===== config.mk =====
export PLATFORM = sky130hd
export DESIGN_NAME = pwm_cmp_unit
export DESIGN_NICKNAME = d
export VERILOG_FILES = /design/src/rtl/pwm_cmp_pkg.sv /design/src/rtl/pwm_cmp_upd_timer.sv /design/src/rtl/pwm_cmp_match.sv /design/src/rtl/pwm_cmp_irq.sv /design/src/rtl/pwm_cmp_unit.sv
export SDC_FILE = /design/constraint.sdc
export NUM_CORES = 1
export LEC_CHECK = 0
export BUFFER_PORTS_ARGS = -buffer_cell sky130_fd_sc_hd__buf_2
export CORE_MARGIN = 2
export CORE_UTILIZATION = 56
export CTS_BUF_LIST = sky130_fd_sc_hd__clkbuf_16
export DETAILED_ROUTE_END_ITERATION = 7
export PLACE_DENSITY_LB_ADDON = 0.25
export SETUP_SLACK_MARGIN = 0.1
export SLEW_MARGIN = 25
export SYNTH_ARGS = -nofsm -noshare
export SYNTH_HDL_FRONTEND = slang
export SYNTH_SLANG_ARGS = --single-unit
export TNS_END_PERCENT = 5

===== constraint.sdc =====
create_clock -name clk -period 3.6 [get_ports clk]
set_input_delay 0.54 -clock clk [delete_from_list [all_inputs] [get_ports clk]]
set_output_delay 0.54 -clock clk [all_outputs]
set_load 0.02 [all_outputs]

===== src/rtl/pwm_cmp_pkg.sv =====
package pwm_cmp_pkg;

  typedef enum logic [2:0] {
    A_VAL_UPD  = 3'd0,
    A_MODE_UPD = 3'd1,
    A_IRQ_SET  = 3'd2,
    A_IRQ_CLR  = 3'd3,
    A_IRQ_STAT = 3'd4,
    A_IRQ_MASK = 3'd5,
    A_VAL_ACT  = 3'd6,
    A_MODE_ACT = 3'd7
  } reg_addr_e;

  localparam int MODE_EN_BIT   = 0;
  localparam int MODE_DIR_BIT  = 1;
  localparam int MODE_UPR_LSB  = 8;
  localparam int EV_MATCH      = 0;
  localparam int EV_UPDATE     = 1;
  localparam int EV_N          = 2;

  // update period has elapsed when the strobe count reaches the limit
  function automatic logic upr_expired(input logic [31:0] cnt, input logic [31:0] lim);
    return cnt == lim;
  endfunction

  // comparator hit: value equal and counting phase as selected
  function automatic logic cmp_hit(input logic [31:0] cnt, input logic [31:0] val,
                                   input logic dir_now, input logic dir_sel);
    return (cnt == val) && (dir_now == dir_sel);
  endfunction

endpackage


===== src/rtl/pwm_cmp_upd_timer.sv =====
module pwm_cmp_upd_timer
  import pwm_cmp_pkg::*;
#(
  parameter int UPR_W = 4
) (
  input  logic             clk,
  input  logic             rst_n,
  input  logic             period_end,
  input  logic [UPR_W-1:0] upr_lim,
  output logic             upd_evt,
  output logic [UPR_W-1:0] upr_cnt
);

  assign upd_evt = period_end && upr_expired(32'(upr_cnt), 32'(upr_lim));

  always_ff @(posedge clk) begin
    if (!rst_n)          upr_cnt <= '0;
    else if (upd_evt)    upr_cnt <= '0;
    else if (period_end) upr_cnt <= upr_cnt + 1'b1;
  end

  AST_CNT_BOUND: assert property (@(posedge clk) disable iff (!rst_n)
    upr_cnt <= upr_lim);
  AST_UPD_WRAP: assert property (@(posedge clk) disable iff (!rst_n)
    upd_evt |=> (upr_cnt == '0));
  AST_UPD_ON_STROBE: assert property (@(posedge clk) disable iff (!rst_n)
    !period_end |=> $stable(upr_cnt));

endmodule


===== src/rtl/pwm_cmp_match.sv =====
module pwm_cmp_match
  import pwm_cmp_pkg::*;
#(
  parameter int CNT_W = 16
) (
  input  logic             clk,
  input  logic             rst_n,
  input  logic             en,
  input  logic             dir_sel,
  input  logic [CNT_W-1:0] act_val,
  input  logic [CNT_W-1:0] ref_cnt,
  input  logic             ref_down,
  output logic             match_evt
);

  logic hit, hit_q;

  assign hit       = en && cmp_hit(32'(ref_cnt), 32'(act_val), ref_down, dir_sel);
  assign match_evt = hit && !hit_q;

  always_ff @(posedge clk) begin
    if (!rst_n) hit_q <= 1'b0;
    else        hit_q <= hit;
  end

  AST_MATCH_ONE_CYCLE: assert property (@(posedge clk) disable iff (!rst_n)
    match_evt |=> !match_evt);
  AST_MATCH_VALUE: assert property (@(posedge clk) disable iff (!rst_n)
    match_evt |-> (ref_cnt == act_val && ref_down == dir_sel));
  AST_MATCH_GATED: assert property (@(posedge clk) disable iff (!rst_n)
    !en |-> !match_evt);

endmodule


===== src/rtl/pwm_cmp_irq.sv =====
module pwm_cmp_irq
  import pwm_cmp_pkg::*;
(
  input  logic            clk,
  input  logic            rst_n,
  input  logic [EV_N-1:0] ev,
  input  logic            mask_set,
  input  logic            mask_clr,
  input  logic [EV_N-1:0] mask_bits,
  input  logic            stat_rd,
  output logic [EV_N-1:0] stat,
  output logic [EV_N-1:0] mask,
  output logic            irq
);

  always_ff @(posedge clk) begin
    if (!rst_n) begin
      stat <= '0;
      mask <= '0;
    end else begin
      // a new event overrides the read-clear of the same cycle
      stat <= (stat & ~{EV_N{stat_rd}}) | ev;
      if (mask_set)      mask <= mask | mask_bits;
      else if (mask_clr) mask <= mask & ~mask_bits;
    end
  end

  assign irq = |(stat & mask);

  AST_EVENT_WINS: assert property (@(posedge clk) disable iff (!rst_n)
    ev[EV_MATCH] |=> stat[EV_MATCH]);
  AST_READ_CLEARS: assert property (@(posedge clk) disable iff (!rst_n)
    (stat_rd && ev == '0) |=> (stat == '0));
  AST_FLAG_STICKY: assert property (@(posedge clk) disable iff (!rst_n)
    (stat[EV_UPDATE] && !stat_rd) |=> stat[EV_UPDATE]);
  AST_IRQ_NEEDS_MASK: assert property (@(posedge clk) disable iff (!rst_n)
    (mask == '0) |-> !irq);

endmodule


===== src/rtl/pwm_cmp_unit.sv =====
module pwm_cmp_unit
  import pwm_cmp_pkg::*;
#(
  parameter int CNT_W  = 16,
  parameter int UPR_W  = 4,
  parameter int DATA_W = 32
) (
  input  logic              clk,
  input  logic              rst_n,
  input  logic              wr_en,
  input  logic [2:0]        wr_addr,
  input  logic [DATA_W-1:0] wr_data,
  input  logic              rd_en,
  input  logic [2:0]        rd_addr,
  output logic [DATA_W-1:0] rd_data,
  input  logic [CNT_W-1:0]  ref_cnt,
  input  logic              ref_down,
  input  logic              ref_period_end,
  output logic              match_o,
  output logic              update_o,
  output logic              irq_o
);

  localparam int UPR_MSB = MODE_UPR_LSB + UPR_W - 1;

  reg_addr_e wa, ra;
  logic wr_val, wr_mode, mask_set, mask_clr, stat_rd;

  // staged value waits for a mode write before entering the shadow
  logic [CNT_W-1:0] stg_val;
  logic             stg_pend;
  logic [CNT_W-1:0] shd_val, act_val;
  logic             shd_en, act_en, shd_dir, act_dir;
  logic [UPR_W-1:0] shd_upr, act_upr, upr_cnt;
  logic             upd_evt, match_evt;
  logic [EV_N-1:0]  ev, stat, mask;
  logic             unused_wdata;

  assign wa       = reg_addr_e'(wr_addr);
  assign ra       = reg_addr_e'(rd_addr);
  assign wr_val   = wr_en && (wa == A_VAL_UPD);
  assign wr_mode  = wr_en && (wa == A_MODE_UPD);
  assign mask_set = wr_en && (wa == A_IRQ_SET);
  assign mask_clr = wr_en && (wa == A_IRQ_CLR);
  assign stat_rd  = rd_en && (ra == A_IRQ_STAT);
  assign unused_wdata = ^wr_data;

  always_ff @(posedge clk) begin
    if (!rst_n) begin
      stg_val  <= '0;
      stg_pend <= 1'b0;
      shd_val  <= '0;
      shd_en   <= 1'b0;
      shd_dir  <= 1'b0;
      shd_upr  <= '0;
    end else if (wr_val) begin
      stg_val  <= wr_data[CNT_W-1:0];
      stg_pend <= 1'b1;
    end else if (wr_mode) begin
      shd_en  <= wr_data[MODE_EN_BIT];
      shd_dir <= wr_data[MODE_DIR_BIT];
      shd_upr <= wr_data[UPR_MSB:MODE_UPR_LSB];
      if (stg_pend) begin
        shd_val  <= stg_val;
        stg_pend <= 1'b0;
      end
    end
  end

  always_ff @(posedge clk) begin
    if (!rst_n) begin
      act_val <= '0;
      act_en  <= 1'b0;
      act_dir <= 1'b0;
      act_upr <= '0;
    end else if (upd_evt) begin
      act_val <= shd_val;
      act_en  <= shd_en;
      act_dir <= shd_dir;
      act_upr <= shd_upr;
    end
  end

  pwm_cmp_upd_timer #(.UPR_W(UPR_W)) u_timer (
    .clk(clk), .rst_n(rst_n), .period_end(ref_period_end),
    .upr_lim(act_upr), .upd_evt(upd_evt), .upr_cnt(upr_cnt)
  );

  pwm_cmp_match #(.CNT_W(CNT_W)) u_match (
    .clk(clk), .rst_n(rst_n), .en(act_en), .dir_sel(act_dir),
    .act_val(act_val), .ref_cnt(ref_cnt), .ref_down(ref_down),
    .match_evt(match_evt)
  );

  assign ev[EV_MATCH]  = match_evt;
  assign ev[EV_UPDATE] = upd_evt;

  pwm_cmp_irq u_irq (
    .clk(clk), .rst_n(rst_n), .ev(ev), .mask_set(mask_set),
    .mask_clr(mask_clr), .mask_bits(wr_data[EV_N-1:0]),
    .stat_rd(stat_rd), .stat(stat), .mask(mask), .irq(irq_o)
  );

  always_comb begin
    rd_data = '0;
    case (ra)
      A_IRQ_STAT: rd_data[EV_N-1:0] = stat;
      A_IRQ_MASK: rd_data[EV_N-1:0] = mask;
      A_VAL_ACT:  rd_data[CNT_W-1:0] = act_val;
      A_MODE_ACT: begin
        rd_data[MODE_EN_BIT]           = act_en;
        rd_data[MODE_DIR_BIT]          = act_dir;
        rd_data[UPR_MSB:MODE_UPR_LSB]  = act_upr;
      end
      default: rd_data = '0;
    endcase
  end

  assign match_o  = match_evt;
  assign update_o = upd_evt;

  AST_ACTIVE_ONLY_ON_UPDATE: assert property (@(posedge clk) disable iff (!rst_n)
    (act_val != $past(act_val)) |-> $past(upd_evt));
  AST_VALUE_NEEDS_MODE: assert property (@(posedge clk) disable iff (!rst_n)
    (shd_val != $past(shd_val)) |-> $past(wr_mode));
  AST_UPR_ONLY_ON_UPDATE: assert property (@(posedge clk) disable iff (!rst_n)
    (act_upr != $past(act_upr)) |-> $past(upd_evt));

endmodule


==> impl_metrics.tcl, run 1 <==
set metrics [dict create \
    status "finished clean" \
    final_core_util 0.6624 \
    slew_viol_final 0 \
    layout-drive-gt1-share 0.2036 \
    synth-edff-count 0 \
    path_cells "xnor2_1 -> nand3_1 -> nor2_1 -> buf_2" \
    numPortBuffers 62 \
    max_freq_mhz 401.1 \
    std_cell_rows 28 \
    cts-root-buf "clkbuf_16" \
    synth.avg_cell_area_um2 8.628 \
    cp_num_buf_inv 1 \
    max_slew_margin 0.3360 \
    dp_hpwl_mm 4.921 \
    hp-class "primary input to flip-flop" \
    antennaDiodeCount 0 \
    vdd_drop_max_mv 0.3264 \
    drt_iter0_drc 185 \
    ctsResizeCount 0 \
    wire_per_inst_um 13.64 \
    die_h_um 81.92 \
    gp_routability_congestion 0.7473 \
    crit_path_start_kind "flip-flop" \
    max_stage_delay_ns 0.54 \
    vias 2743 \
    hold_viol 0 \
    cts.path.max_buffers 2 \
    finalSetupTns_ns 0 \
    fin_crit_ns 2.493 \
    power_density_nw_per_um2 468.5 \
    arrival_ns 1.95 \
    htreeDepth 3 \
    insertion_delay_ns 0.33 \
    grt_pass1_wl_mm 11.38 \
    drc 0 \
    dieArea_um2 6710 \
    ys_ff_latch 70 \
    crit_slowest_cell "nand3_1" \
    worstPathRequired_ns 3.06 \
    synth.yosys.warnings 0 \
    ys.flop_type "dfxtp_1" \
    drv_cap 0 \
    rsz0062_at_grt "no" \
    clk_pin_slew_ns 0.05 \
    place_area_um2 3593 \
    critPathMaxFanout 24 \
    post-route-period-util 0.6926 \
    clkSinkCount 70 \
    criticalPathCategory "flip-flop to primary output" \
    post_cts_buffers 0 \
    cellLeakagePower_uw 0.001510 \
    grt_usage 0.2216 \
    ys_types 43 \
    core_area_um2 5886 \
    syn_to_final_growth_pct 14.69 \
    async_reset_ff_frac 0 \
    first_global_vias 2482 \
    fin_ws_ns 1.107 \
    wirelength_mm 7.122 \
    design_area_um2 3899 \
    synthCells 394 \
    cts-buffers-inserted 9 \
    die_x_um 81.92 \
    syn-cell-area_um2 3400 \
    cts_tree "done" \
    nets 503 \
    dp_slack_ns 1.324 \
    viasPerCell 5.255 \
    fill_cells 503 \
    holdBufCountCts 0 \
    setup_viol 0 \
    ant_nets 0 \
    pin_count 95 \
    cp-end-kind "primary output" \
    cpLargestDelayFamily "simple AND/OR/NAND/NOR gates" \
    antenna_found_initial 0 \
    grt.overflow.total 0 \
    first_pass_iters 4 \
    initial_utilization 0.5776 \
    clock_skew_ns 0.004089 \
    tightest_slew_ns 0.9955 \
    grt_max_degree 69 \
    yosysSeqAreaShare 0.4122 \
]
## metrics by stage
stage          hold WS, ns  total power [µW]  std cells
2_1_floorplan       0.4353             918.7        409
3_3_place_gp        0.4417             944.3        506
3_5_place_dp        0.4459             946.1        506
4_1_cts             0.4518              1838        522
5_1_grt             0.4657              1896        522
6_report            0.4541              1827        522
## synthesized netlist by cell type (4+ instances only)
cell | instances | area (µm²)
nand4_1 | 4 | 25.02
inv_1 | 6 | 22.52
xor2_1 | 7 | 61.31
a21boi_0 | 43 | 322.8
nand3_1 | 24 | 120.1
and2_1 | 10 | 62.56
buf_2 | 6 | 30.03
nor2_1 | 11 | 41.29
nand2b_1 | 4 | 25.02
a21boi_2 | 10 | 112.6
nand2_1 | 85 | 319.1
nor2b_1 | 5 | 31.28
a21boi_1 | 7 | 52.55
buf_4 | 18 | 135.1
mux2i_1 | 5 | 50.05
clkbuf_1 | 10 | 37.54
xnor2_1 | 11 | 96.34
dfxtp_1 | 70 | 1401
o21ai_0 | 24 | 120.1
## power by group
group          internal (µW)  leakage [µW]  switching (µW)
Sequential               785      0.000565            7.67
Clock                    594      0.000153             301
Combinational           50.8      0.000791            87.8
## registers in the layout, summed over array words and instances (netlist names), named ones only
signal	count
stg_pend	1
shd_upr	4
u_match.hit_q	1
u_irq.stat	2
u_timer.upr_cnt	4
shd_dir	1
shd_val	16
shd_en	1
act_val	16
stg_val	16
act_en	1
act_upr	4
act_dir	1
## path summary, 6_finish.rpt
| path | start | to | slack [ns] | cells after the start |
|---|---|---|---|---|
| worst max register to register | u_timer.upr_cnt[0] | u_timer.upr_cnt[3] | 1.66 | 4 |
| worst min-delay path | wr_data[7] | stg_val[7] | 0.45 | 3 |
| worst max-delay path | u_timer.upr_cnt[0] | update_o | 1.11 | 4 |
| worst min register to register | stg_val[10] | stg_val[10] | 0.46 | 2 |
## area by class of cell
type	instances	area [µm²]	share of cell area
repair buffers	62	310.3	0.07959
flip-flops and latches	70	1401	0.3594
multi-input cells	293	1765	0.4528
clock buffers	9	225.2	0.05777
inverters	6	22.52	0.005777
well taps	75	93.84	0.02407
clock inverters	7	80.08	0.02054
## worst reg2reg max path, cell delays in order (launching register included)
cell and delay (ns):
dfxtp_1 0.42, xnor2_1 0.16, nand3_1 0.54, o21ai_0 0.60, nor2_1 0.10
## routing by layer
layer	vias up	global-route usage	part of all wire
met5	-	0	0
met4	0	0.08000	0.015
met1	1231	0.2938	0.48
met3	10	0.04945	0.061
met2	100	0.3545	0.44
li1	1402	-	-
## layout by cell type (no fill, tap or decap), drive strengths merged, types with 3 or more instances in the layout
cell    instances
nand2          85
dfxtp          70
buf            62
a21boi         60
nand3          24
o21ai          24
conb           16
and2           12
xnor2          11
nor2           11
clkbuf          9
inv             7
xor2            7
nor2b           5
mux2i           5
nand4           4
nand2b          4
clkinv          4
nor3            3
and3            3
nor4            3
## cells by family after synthesis
family | share of synthesized area
buf+inv | 0.08502
fa+ha+maj | 0.003680
mux | 0.02797
compound gates | 0.2050
other cells | 0.001103
simple gates | 0.2186
flops | 0.4122
xor+xnor | 0.04637
Power figures use the tool's default switching activity.
==> run 2, diff against run 1 <==
- CORE_UTILIZATION: 56 -> 52
- clock period: 3.6 -> 2.55 ns (I/O delays scaled with it)
==> run 2 against run 1 <==
Combinational power grew 45%. Cell count increased by 1.1%. Register-to-register slack got worse by 0.85 ns. First-iteration DRC count is 7.6% higher. Routed wire length grew 0.62%. Design area is 0.35% lower. Setup slack lost 0.73 ns. Largest power group is now sequential cells.
==> impl_metrics.tcl, run 2 (synthesis results as in run 1) <==
set metrics [dict create \
    antenna_found_initial 0 \
    std_cell_rows 29 \
    grt_pass1_wl_mm 12.08 \
    rsz0062_at_grt "no" \
    drv_cap 0 \
    crit_path_start_kind "flip-flop" \
    viasPerCell 5.210 \
    final_core_util 0.6118 \
    die_x_um 84.86 \
    layout-drive-gt1-share 0.2129 \
    first_global_vias 2572 \
    cts.path.max_buffers 2 \
    layout_common_cells "nand2_1 (85), dfxtp_1 (70), buf_2 (62), a21boi_0 (43)" \
    fin_ws_ns 0.3762 \
    largestRegisters "act_val: 16 flops, shd_val: 16 flops, stg_val: 16 flops" \
    reg2reg_depth 4 \
    die_h_um 84.86 \
    layout_commonest_cell "nand2_1" \
    max_slew_margin 0.5038 \
    max_freq_mhz 460.0 \
    hp-class "primary input to flip-flop" \
    clk_pin_slew_ns 0.05 \
    htreeDepth 3 \
    dp_slack_ns 0.5491 \
    pin_count 95 \
    first_pass_iters 4 \
    design_area_um2 3885 \
    hold_end "stg_val[6]" \
    cts-buffers-inserted 9 \
    vias 2751 \
    cpLargestDelayFamily "simple AND/OR/NAND/NOR gates" \
    finalSetupTns_ns 0 \
    place_area_um2 3626 \
    max_stage_delay_ns 0.44 \
    arrival_ns 1.79 \
    holdBufCountCts 0 \
    power_density_nw_per_um2 613.6 \
    ctsResizeCount 0 \
    dieArea_um2 7200 \
    hold_viol 0 \
    gp_routability_congestion 0.8960 \
    fin_crit_ns 2.174 \
    nets 507 \
    criticalPathCategory "flip-flop to primary output" \
    numPortBuffers 62 \
    worstPathRequired_ns 2.17 \
    cp-end-kind "primary output" \
    post-route-period-util 0.8525 \
    status "finished clean" \
    vdd_drop_max_mv 0.4258 \
    reg2reg_to "act_val[3]" \
    wire_per_inst_um 13.57 \
    grt_max_degree 48 \
    wirelength_mm 7.166 \
    critPathMaxFanout 4 \
    tightest_slew_ns 0.7443 \
    grt_usage 0.2096 \
    slew_viol_final 0 \
    core_area_um2 6350 \
    antennaDiodeCount 0 \
    regArea_um2 1401 \
    whs_path_depth 3 \
    dp_hpwl_mm 5.255 \
    cp_num_buf_inv 1 \
    fill_cells 578 \
    insertion_delay_ns 0.32 \
    clock_skew_ns 0.005490 \
    setup_viol 0 \
    cellLeakagePower_uw 0.001511 \
    drc 0 \
    multi_input_area_um2 1765 \
    initial_utilization 0.5354 \
    path_cells "nor2b_1 -> a2111oi_2 -> nand2_1 -> nor4_1 -> buf_2" \
    crit_slowest_cell "a2111oi_2" \
    grt.overflow.total 0 \
    cts-root-buf "clkbuf_16" \
    clkSinkCount 70 \
    syn_to_final_growth_pct 14.28 \
    ant_nets 0 \
    cts_tree "done" \
    r2r_start "u_timer.upr_cnt[0]" \
    drt_iter0_drc 199 \
    r2r_setup_slack_ns 0.81 \
    hold_start "wr_data[6]" \
    post_cts_buffers 0 \
]
-- run 2: worst max path at each step --
stage,from,depth (start not counted),to,slack (ns)
final,act_val[3],5,match_o,0.38
after detailed placement,ref_cnt[3],6,match_o,0.55
after CTS,act_val[3],5,match_o,0.39
after global placement,ref_cnt[3],6,match_o,0.56
after global routing,act_val[7],5,match_o,0.30
after floorplan,ref_cnt[3],4,match_o,0.51
-- run 2: layout make-up --
cell class                 count  share of cell area
clock buffer                   9             0.05797
timing repair buffer          66             0.08760
clock inverter                 7            0.008696
sequential                    70              0.3607
multi-input combinational    293              0.4544
tap                           77             0.02480
inverter                       6            0.005797
-- run 2: routing by layer --
metal	global-route usage	vias to the layer above	wire length (µm)
li1	-	1407	-
met4	0.07071	0	92
met1	0.3026	1250	3453
met2	0.3114	88	3189
met3	0.04669	6	431
met5	0	-	0
-- run 2: stage by stage --
step	std cells	power (µW)	hold slack (ns)
after detailed placement	512	1343	0.4468
after global placement	512	1340	0.4436
after CTS	528	2399	0.2996
after global routing	528	2483	0.3085
final	528	2384	0.3036
after floorplan	409	1297	0.4353
-- run 2: worst register-to-register path, cell delays in order (launching register included) --
cell      delay, ns
dfxtp_1        0.42
xnor2_1        0.16
and3_1         0.67
nand3_1        0.21
a21boi_0       0.20
-- run 2: where the power goes --
part           switching [µW]  leakage, µW  internal, µW  total [µW]
Clock                     423     0.000135           640        1060
Sequential               10.4     0.000565          1110        1120
Combinational             125     0.000811          76.4         201
==> run 3, diff against run 2 <==
- GPL_TIMING_DRIVEN: default -> 0
==> run 3 against run 2 <==
Fmax increased by 2.0%. Largest cell class unchanged. Register-to-register slack improved by 0.30 ns. Total power is 11% higher. Clock skew decreased by 0.00059 ns. Design area up 7.3%.
==> impl_metrics.tcl, run 3 (synthesis results as in run 1) <==
set metrics [dict create \
    wirelength_mm 7.618 \
    status "finished clean" \
    viasPerCell 5.158 \
    hp-class "primary input to flip-flop" \
    dieArea_um2 7200 \
    max_stage_delay_ns 0.32 \
    max_slew_margin 0.6468 \
    post-route-period-util 0.8359 \
    core_area_um2 6350 \
    ctsResizeCount 0 \
    grt_pass1_wl_mm 12.72 \
    setup_viol 0 \
    dp_hpwl_mm 5.775 \
    ant_nets 0 \
    layout-drive-gt1-share 0.2485 \
    post_cts_buffers 0 \
    slew_viol_final 0 \
    grt_max_degree 12 \
    tightest_slew_ns 0.5298 \
    clock_skew_ns 0.004899 \
    cp-end-kind "primary output" \
    insertion_delay_ns 0.33 \
    drv_cap 0 \
    clk_pin_slew_ns 0.05 \
    critPathMaxFanout 3 \
    clkSinkCount 70 \
    cts-buffers-inserted 9 \
    layout_commonest_cell "nand2_1" \
    cts.path.max_buffers 2 \
    syn_to_final_growth_pct 22.67 \
    whs_ns 0.2925 \
    arrival_ns 1.75 \
    crit_path_start_kind "flip-flop" \
    crit_slowest_cell "dfxtp_1" \
    worstPathRequired_ns 2.17 \
    initial_utilization 0.5354 \
    antenna_found_initial 0 \
    holdBufCountCts 0 \
    r2r_start "u_timer.upr_cnt[3]" \
    fin_crit_ns 2.132 \
    max_freq_mhz 469.2 \
    vias 2909 \
    path_cells "inv_1 -> a222oi_1 -> nand4_1 -> nor4_1 -> buf_2" \
    cts_tree "done" \
    layout_common_cells "nand2_1 (85), dfxtp_1 (70), buf_2 (68), a21boi_0 (43)" \
    hold_start "wr_data[7]" \
    gp_routability_congestion 0.9142 \
    pin_count 95 \
    grt.overflow.total 0 \
    rsz0062_at_grt "no" \
    criticalPathCategory "flip-flop to primary output" \
    htreeDepth 3 \
    dp_slack_ns 0.6047 \
    nets 543 \
    first_global_vias 2751 \
    wire_per_inst_um 13.51 \
    antennaDiodeCount 0 \
    die_x_um 84.86 \
    hold_viol 0 \
    grt_usage 0.2251 \
    numPortBuffers 62 \
    drt_iter0_drc 202 \
    drc 0 \
    power_density_nw_per_um2 631.8 \
    startpoint "act_val[7]" \
    fin_ws_ns 0.4185 \
    vdd_drop_max_mv 0.5068 \
    first_pass_iters 5 \
    die_h_um 84.86 \
    cellLeakagePower_uw 0.001678 \
    largestRegisters "act_val: 16 flops, shd_val: 16 flops, stg_val: 16 flops" \
    std_cell_rows 29 \
    cts-root-buf "clkbuf_16" \
    finalSetupTns_ns 0 \
]
## run 3: worst paths after layout
kind / to / slack (ns) / cells after the start
worst max-delay path: match_o / 0.42 / 5
worst min-delay path: stg_val[7] / 0.29 / 3
worst max register to register: act_val[10] / 1.11 / 5
worst min register to register: stg_val[11] / 0.45 / 2
## run 3: power by group
group | leakage [µW] | total (µW) | switching (µW) | internal, µW
Combinational | 0.000956 | 234 | 134 | 100
Sequential | 0.000565 | 1120 | 10.8 | 1110
Clock | 0.000157 | 1280 | 440 | 841
Total | 0.00168 | 2630 | 585 | 2050
## run 3: critical path: cells and delay by family (launching register included)
family	cells	cell delay (ns)
flops	1	0.32
compound gates	1	0.31
buf+inv	2	0.28
simple gates	2	0.51
## run 3: stage by stage
stage	area (µm²)	power [µW]	cells	util
2_1_floorplan	3456	1297	409	-
3_3_place_gp	3862	1370	548	0.6083
3_5_place_dp	3862	1375	548	0.6083
4_1_cts	4170	2652	564	0.6567
5_1_grt	4170	2726	564	0.6567
6_report	4170	2635	564	0.6567
## run 3: final cells by class
cell class,count,area [µm²]
Multi-Input combinational cell,293,1765
Timing Repair Buffer,62,310.3
Clock inverter,7,82.58
Inverter,6,22.52
Fill cell,573,2180
Clock buffer,9,225.2
Buffer,40,266.5
Tap cell,77,96.34
Sequential cell,70,1401
## run 3: per-layer routing
metal | GRT usage | vias up | share of wire
met5 | 0 | - | 0
met4 | 0.1385 | 0 | 0.036
met3 | 0.03599 | 21 | 0.068
met2 | 0.3465 | 115 | 0.43
met1 | 0.2976 | 1294 | 0.47
li1 | - | 1479 | -
